**src/rtl/fdp_pkg.sv**
```systemverilog
`timescale 1ns/1ps
// Package fdp_pkg
// Shared types and elaboration-time helpers for the switchable-depth pipeline.
// Assumes stages are numbered from 1 at the input side.
package fdp_pkg;

    // Active depth setting of the pipeline.
    typedef enum logic {
        DEPTH_FULL = 1'b0,
        DEPTH_HALF = 1'b1
    } depth_e;

    // True for stages whose register may be made transparent (even numbers).
    function automatic bit stage_bypassable(input int unsigned idx);
        return (idx % 2) == 0;
    endfunction

endpackage

```
**src/rtl/fdp_stage.sv**
```systemverilog
`timescale 1ns/1ps
// Module fdp_stage
// One pipeline stage: adds a fixed constant to the word, then registers it.
// When bypass is high, the register is skipped. Its combinational input is
// forwarded instead, and the held valid flag is loaded with zero so that no
// stale copy remains once bypass is released.
// Assumes bypass changes only while no valid word is held upstream.
module fdp_stage #(
    parameter int WIDTH = 32,
    parameter int ADD   = 1
) (
    input  logic             clk,
    input  logic             rst_n,
    input  logic             bypass,
    input  logic             in_vld,
    input  logic [WIDTH-1:0] in_dat,
    output logic             out_vld,
    output logic [WIDTH-1:0] out_dat,
    output logic             held_vld
);

    logic [WIDTH-1:0] sum;
    logic             vld_q;
    logic [WIDTH-1:0] dat_q;

    // Stage operation: add this stage's constant.
    assign sum = in_dat + WIDTH'(ADD);

    // Valid flag register, cleared by reset and kept empty while bypassed.
    always_ff @(posedge clk) begin
        if (!rst_n) vld_q <= 1'b0;
        else        vld_q <= in_vld & ~bypass;
    end

    // Data register, no reset needed since valid qualifies it.
    always_ff @(posedge clk) begin
        dat_q <= sum;
    end

    // Bypass multiplexer: register output or its combinational input.
    assign out_vld  = bypass ? in_vld : vld_q;
    assign out_dat  = bypass ? sum    : dat_q;
    assign held_vld = vld_q;

endmodule

```
**src/rtl/fdp_mode_ctrl.sv**
```systemverilog
`timescale 1ns/1ps
// Module fdp_mode_ctrl
// Holds the active depth setting. A requested setting is taken only on an
// edge where the pipeline is empty, so no word ever sees two settings.
// Assumes drained reflects the stage registers before the edge.
module fdp_mode_ctrl
    import fdp_pkg::*;
(
    input  logic   clk,
    input  logic   rst_n,
    input  logic   req_half,
    input  logic   drained,
    output depth_e mode
);

    // Setting register: reset to deep, update only when empty.
    always_ff @(posedge clk) begin
        if (!rst_n)       mode <= DEPTH_FULL;
        else if (drained) mode <= req_half ? DEPTH_HALF : DEPTH_FULL;
    end

endmodule

```
**src/rtl/flex_depth_pipe.sv**
```systemverilog
`timescale 1ns/1ps
// Module flex_depth_pipe
// Pipeline of STAGES stages. Stage k adds k to the word. In shallow setting
// the even-numbered stages forward combinationally, halving latency.
// Assumes STAGES is even so that the last stage is bypassable.
module flex_depth_pipe
    import fdp_pkg::*;
#(
    parameter int WIDTH  = 32,
    parameter int STAGES = 10
) (
    input  logic             clk,
    input  logic             rst_n,
    input  logic             in_valid,
    input  logic [WIDTH-1:0] in_data,
    input  logic             shallow_req,
    output logic             out_valid,
    output logic [WIDTH-1:0] out_data,
    output logic             drained
);

    logic [STAGES:0]  vld_chain;
    logic [WIDTH-1:0] dat_chain [STAGES+1];
    logic [STAGES-1:0] held;
    depth_e           mode_q;
    logic             half;

    // Entry point of the chain.
    assign vld_chain[0] = in_valid;
    assign dat_chain[0] = in_data;
    assign half         = (mode_q == DEPTH_HALF);

    // Build the stage chain; only even-numbered stages see the bypass.
    for (genvar k = 0; k < STAGES; k++) begin : g_stage
        logic skip;
        if (stage_bypassable(k + 1)) begin : g_skip
            assign skip = half;
        end else begin : g_keep
            assign skip = 1'b0;
        end
        fdp_stage #(
            .WIDTH (WIDTH),
            .ADD   (k + 1)
        ) u_st (
            .clk      (clk),
            .rst_n    (rst_n),
            .bypass   (skip),
            .in_vld   (vld_chain[k]),
            .in_dat   (dat_chain[k]),
            .out_vld  (vld_chain[k+1]),
            .out_dat  (dat_chain[k+1]),
            .held_vld (held[k])
        );
    end

    // Empty when no stage register holds a valid word.
    assign drained = ~|held;

    fdp_mode_ctrl u_mode (
        .clk      (clk),
        .rst_n    (rst_n),
        .req_half (shallow_req),
        .drained  (drained),
        .mode     (mode_q)
    );

    // Result leaves from the last stage, through its bypass if active.
    assign out_valid = vld_chain[STAGES];
    assign out_data  = dat_chain[STAGES];

endmodule

```
**config.mk**
```make
export PLATFORM = sky130hd
export DESIGN_NAME = flex_depth_pipe
export DESIGN_NICKNAME = d
export VERILOG_FILES = /design/src/rtl/fdp_pkg.sv /design/src/rtl/fdp_stage.sv /design/src/rtl/fdp_mode_ctrl.sv /design/src/rtl/flex_depth_pipe.sv
export SDC_FILE = /design/constraint.sdc
export NUM_CORES = 1
export LEC_CHECK = 0
export ABC_AREA = 1
export BUFFER_PORTS_ARGS = -buffer_cell sky130_fd_sc_hd__clkbuf_2
export CAP_MARGIN = 20
export CORE_AREA = 2 2 174 210
export CTS_CLUSTER_DIAMETER = 200
export CTS_CLUSTER_SIZE = 16
export DETAILED_ROUTE_END_ITERATION = 12
export DIE_AREA = 0 0 176 212
export GPL_ROUTABILITY_DRIVEN = 0
export GPL_TIMING_DRIVEN = 0
export PLACE_DENSITY_LB_ADDON = 0.2
export SETUP_SLACK_MARGIN = 0.15
export SYNTH_ARGS = -nofsm -noshare
export SYNTH_HDL_FRONTEND = slang
export SYNTH_SLANG_ARGS = --single-unit
```
**constraint.sdc**
```tcl
create_clock -name clk -period 3.9 [get_ports clk]
set_input_delay 0.39 -clock clk [delete_from_list [all_inputs] [get_ports clk]]
set_output_delay 0.39 -clock clk [all_outputs]
set_load 0.01 [all_outputs]
```
Yosys cells after proc, flatten, opt, wreduce, memory -nomap -nowiden:

Cells that the tools add are included.

* output and inout bits: 34
* input port bits: 36
* word-level logic and storage cells: 50
* flip-flop bits (word level): 331

* add/sub/neg operators: 10
* mux-type cells: 11
* bitwise logic cells: 6
* reduce and logical (&&, ||, !) cells: 2

Operators by type and width (number)
* 32-bit two-way mux: 5
* 32-bit by 3-bit adder with 32-bit output (second input constant): 4
* 32-bit by 4-bit adder with 32-bit output (second input constant): 3
* 32-bit by 2-bit adder with 32-bit output (second input constant): 2
* 32-bit by 1-bit adder with 32-bit output (second input constant): 1
* 10-bit OR reduction: 1
* 1-bit two-way mux: 6
* 1-bit bitwise AND: 5
* 1-bit zero test: 1
* 1-bit NOT: 1

Longest topological paths before layout:

* word-level depth: 3
* mapped depth: 17
* depth with buffers taken out: 17

Modules after synthesis:

A second synthesis with hierarchy kept.

* cells, all modules: 3321
* area total of the unflattened synthesis: 20591.0 um^2

Modules (own cells, without submodules)
* fdp_stage at g_stage[2].u_st: area an instance 2134.5 um^2, cells an instance 351, instances 1, seq. area each 660.6 um^2
* fdp_stage at g_stage[8].u_st: area an instance 2122.0 um^2, cells an instance 341, instances 1, seq. area each 660.6 um^2
* fdp_stage at g_stage[4].u_st: area an instance 2103.3 um^2, cells an instance 344, instances 1, seq. area each 660.6 um^2
* fdp_stage at g_stage[0].u_st: area an instance 2088.3 um^2, cells an instance 330, instances 1, seq. area each 660.6 um^2
* fdp_stage at g_stage[6].u_st: area an instance 2067.0 um^2, cells an instance 336, instances 1, seq. area each 660.6 um^2
* fdp_stage at g_stage[3].u_st: area an instance 2054.5 um^2, cells an instance 312, instances 1, seq. area each 660.6 um^2
* fdp_stage at g_stage[1].u_st: area an instance 2033.2 um^2, cells an instance 323, instances 1, seq. area each 660.6 um^2
* fdp_stage at g_stage[9].u_st: area an instance 2031.9 um^2, cells an instance 332, instances 1, seq. area each 660.6 um^2
* fdp_stage at g_stage[5].u_st: area an instance 1993.2 um^2, cells an instance 335, instances 1, seq. area each 660.6 um^2
* fdp_stage at g_stage[7].u_st: area an instance 1886.8 um^2, cells an instance 302, instances 1, seq. area each 660.6 um^2
* fdp_mode_ctrl: area an instance 41.3 um^2, cells an instance 6, instances 1, seq. area each 20.0 um^2
* flex_depth_pipe: area an instance 35.0 um^2, cells an instance 9, instances 1, seq. area each 0.0 um^2

Worst setup path after synthesis:

Ideal clock, no wire load.

* kind: register -> output
* start: register g_stage[8].u_st.dat_q[1]
* end: output out_data[31]
* stages on the path, launching flop included: 14
* required time: 3510 ps
* arrival: 1888 ps
* slack: 1622 ps
* buffers on the path: 1
* cells stage by stage: dfxtp_1 > ha_1 > o21ai_1 > nor2_1 > nand3_1 > nor2_2 > nand3_1 > nor2_1 > nand2_1 > nor2_1 > xor2_1 > nand2_1 > nand2_1 > buf_4

RTL lines
* from (decl): line fdp_stage.sv:24 `logic [WIDTH-1:0] dat_q;`
* from (signal assigned): line fdp_stage.sv:37 `dat_q <= sum;`
* to (decl): line flex_depth_pipe.sv:18 `output logic [WIDTH-1:0] out_data,`

==> summary.md <==
| Metric | Value |
|---|---|
| CTS sink cnt | `331` |
| Outcome | `finished clean` |
| Placed cell areas | `20,070 sq um` |
| Switching Share | `47.88%` |
| Synth Area per Inst | `6.491 sq um` |
| Crit. Startpoint | `u_mode.mode$_SDFFE_PN0P_` |
| First-pass GRT wire length | `86.48 mm` |
| Clk network pwr share | `13.1%` |
| Period utilisation layout | `92.72%` |
| Setup Buffers After CTS | `0` |
| Io pins | `70` |
| Post-Syn Area | `19,130 sq um` |
| Port bufs | `69` |
| Count leader, synth | `nand2_1` |
| Peak supply drop | `374.8 uV` |
| Psw | `8.384 mW` |
| Drt pass-1 iters | `6` |
| Synth top cells by count | `1,082 x nand2_1, 357 x nor2_1, 331 x dfxtp_1` |
| # nets final | `3,093` |
| Syn nets | `2,994` |
| Most used DFF post-synth | `dfxtp_1` |
| Final Max Slew Viols | `0` |
| Register share of total power | `33.3%` |
| CTS root buffer | `clkbuf_16` |
| Pleak | `10.13 nW` |
| Die height | `212 um` |
| CP max stage delay | `350 ps` |
| Fill count | `3,446` |
| Yosys warns | `0` |
| Crit Path Max Fanout | `10` |
| Total number of vias | `18,410` |
| Drt drc | `0` |
| Gate Count Post-Synth | `2,948` |
| Hold Startpoint | `in_valid` |
| Wire length per cell | `15.57 um` |
| CP Data Required Time | `3510 ps` |
| P_int | `9.125 mW` |
| Critical Path End Type | `output pin` |
| CP Class | `flip-flop to output pin` |
| CP cell instances | `inv_2, buf_4, buf_2, clkbuf_4, buf_4, buf_2, buf_2, nand2_1, nand2_1, buf_4, clkbuf_2` |
| TritonCTS clock tree | `done` |
| Finished Cell Area | `20,770 sq um` |
| Area grow syn2layout | `8.527%` |
| DIE WIDTH | `176 um` |
| Core Box Area | `35,470 sq um` |
| Post-layout min period | `3616 ps` |
| N_diodes | `0` |
| Iter 0 DRT Violations | `1,209` |
| WP data arrival | `3230 ps` |
| GRT Util Overall | `29.47%` |
| Dpl hpwl | `43.08 mm` |
| Post-synthesis sequential area ratio | `34.63%` |
| Critical-path top delay cell | `dfxtp_1` |
| ANT nets after route | `0` |
| Final setup fails | `0` |
| Power Total | `17.51 mW` |
| PwrDens | `843.1 nW/um^2` |
| Ranking of synthesized cells by area | `dfxtp_1 35%, nand2_1 21%, nor2_1 7.0%` |
| Largest net degree at the start of global routing | `17` |
| Worst setup SP type | `flip-flop` |
| Setup TNS | `0 ps` |
| Core Util, Final | `58.55%` |
| Part of the power in combinational logic | `53.6%` |
| Async set or reset register ratio after synthesis | `0%` |
| Antenna violations before repair | `2` |
| Fraction of layout cells with a size suffix above 1 | `13.03%` |
| RSZ-0062 raised after global routing | `no` |
| EDFF count, synth | `0` |
| Peak Freq | `0.2765 GHz` |
| Slew of the pin with the lowest slew margin | `970.0 ps` |
| Vias/cell | `5.236` |
| Clock Tree Buf Depth | `3` |
| Max-cap viol count | `0` |
| Reg2reg start | `g_stage[2].u_st.dat_q[2]$_DFF_P_` |
| GRT overflow | `0` |
| Final hold vios | `0` |
| Vias in the first global route | `17,280` |
| Die area | `37,310 sq um` |
| Largest area contributor in the netlist | `dfxtp_1` |
| Initial Util | `53.95%` |
| Worst skew pair latency | `580 ps` |
| Placement row count | `76` |
| #FFs+latches synth | `331` |
| Hold Path Class | `input port to flip-flop` |
| Reg clk slew, reported paths | `70 ps` |
| Setup Skew | `23.78 ps` |
| CTS buffer count | `24` |
| Top-area cell type share of the netlist area | `34.63%` |
| WL final | `54.71 mm` |
| Worst relative slew slack | `35.33%` |
| Synth unique cells | `44` |
| H-Tree Depth | `1` |
[stage by stage]
step | hold slack [ps] | setup WS, ps | std cells
2_1_floorplan | 325.9 | 1622 | 2948
5_1_grt | 7.871 | 154.1 | 3515
4_1_cts | 1.126 | 188.9 | 3514
3_5_place_dp | 338.1 | 540.7 | 3485
6_report | 17.80 | 283.9 | 3515
3_3_place_gp | 331.3 | 557.8 | 3485
[layout by cell type (no fill, tap or decap), types with 4 or more instances in the layout]
cell,netlist,layout
o21bai_1,15,15
or2_2,75,75
nor2_2,35,35
clkbuf_16,0,24
inv_2,13,13
nand3_1,248,248
buf_6,6,7
buf_4,42,44
nor4_1,5,5
nand4_1,67,67
buf_2,20,16
clkbuf_1,8,5
dfxtp_1,331,331
nor2_4,28,28
xor2_1,89,88
nand3_2,13,13
nand2_2,34,34
nor2_8,4,4
nand2_1,1082,1082
inv_1,283,283
nor2_1,357,357
o21ai_2,9,9
ha_1,10,10
o21ai_0,29,29
nand3b_1,20,20
o21ai_1,15,15
nor3_1,26,26
and2_1,12,12
xnor2_1,42,42
clkbuf_2,0,72
nand3_4,4,4
[critical path: cells and delay by family, from the launching register on]
family | cells | cell delay [ps]
and+or+nand+nor | 2 | 160
DFF | 1 | 350
buffers and inverters | 9 | 2120
[power by group through the flow]
stage               clock network, mW  registers, mW  logic (mW)
finish                           2.30           5.83        9.38
global route                     2.46           5.98        10.4
CTS                              2.34           5.81        9.28
detailed placement                  0           5.88        9.22
global placement                    0           5.84        9.08
floorplan                           0           5.56        6.83
[registers in the layout, indices dropped and copies added (netlist names)]
signal and flops:
u_mode.mode 1, g_stage.u_st.dat_q 320, g_stage.u_st.held_vld 10
[final cells by class]
cell class / count / area, sq um / share of cell area, %
Inverter: 299 / 1122 / 5.405
Clock inverter: 2 / 37.54 / 0.1808
Sequential cell: 331 / 6626 / 31.91
Clock buffer: 24 / 600.6 / 2.892
Multi-Input combinational cell: 2240 / 10860 / 52.30
Tap cell: 468 / 585.6 / 2.820
Buffer: 78 / 545.5 / 2.627
Timing Repair Buffer: 73 / 386.6 / 1.862
[final timing paths]
| check | to | slack [ps] | depth (start not counted) |
|---|---|---|---|
| worst max-delay path | out_data[29] | 280 | 11 |
| worst min-delay path | g_stage[0].u_st.held_vld$_SDFF_PN0_ | 20 | 3 |
| worst min register to register | g_stage[5].u_st.dat_q[0]$_DFF_P_ | 350 | 0 |
| worst max register to register | g_stage[4].u_st.dat_q[27]$_DFF_P_ | 900 | 12 |
[timing repair]
item | 4_1_cts | 5_1_grt
endpoints found under the setup margin | 25 | 16
hold endpoints to repair | 3 | 0
hold buffers | 3 | 0
gates resized for setup | 4 | 5
[routing by layer]
layer | global-route usage [%] | part of all wire [%] | routed length [um] | up-vias
met5 | 0 | 0 | 0 | -
met4 | 16.33 | 5.7 | 3135 | 0
met3 | 3.076 | 4.8 | 2641 | 173
met2 | 53.90 | 50 | 27250 | 542
met1 | 33.49 | 40 | 21690 | 8377
li1 | - | - | - | 9314
[cell families after synthesis]
family	count (synthesis)	share of synthesized area, %
simple gates	2021	47.42
buf+inv	377	8.644
flops	331	34.63
xor+xnor	131	5.996
compound gates	78	2.655
fa+ha+maj	10	0.6539
No activity file was read; power rests on OpenSTA's default activity.
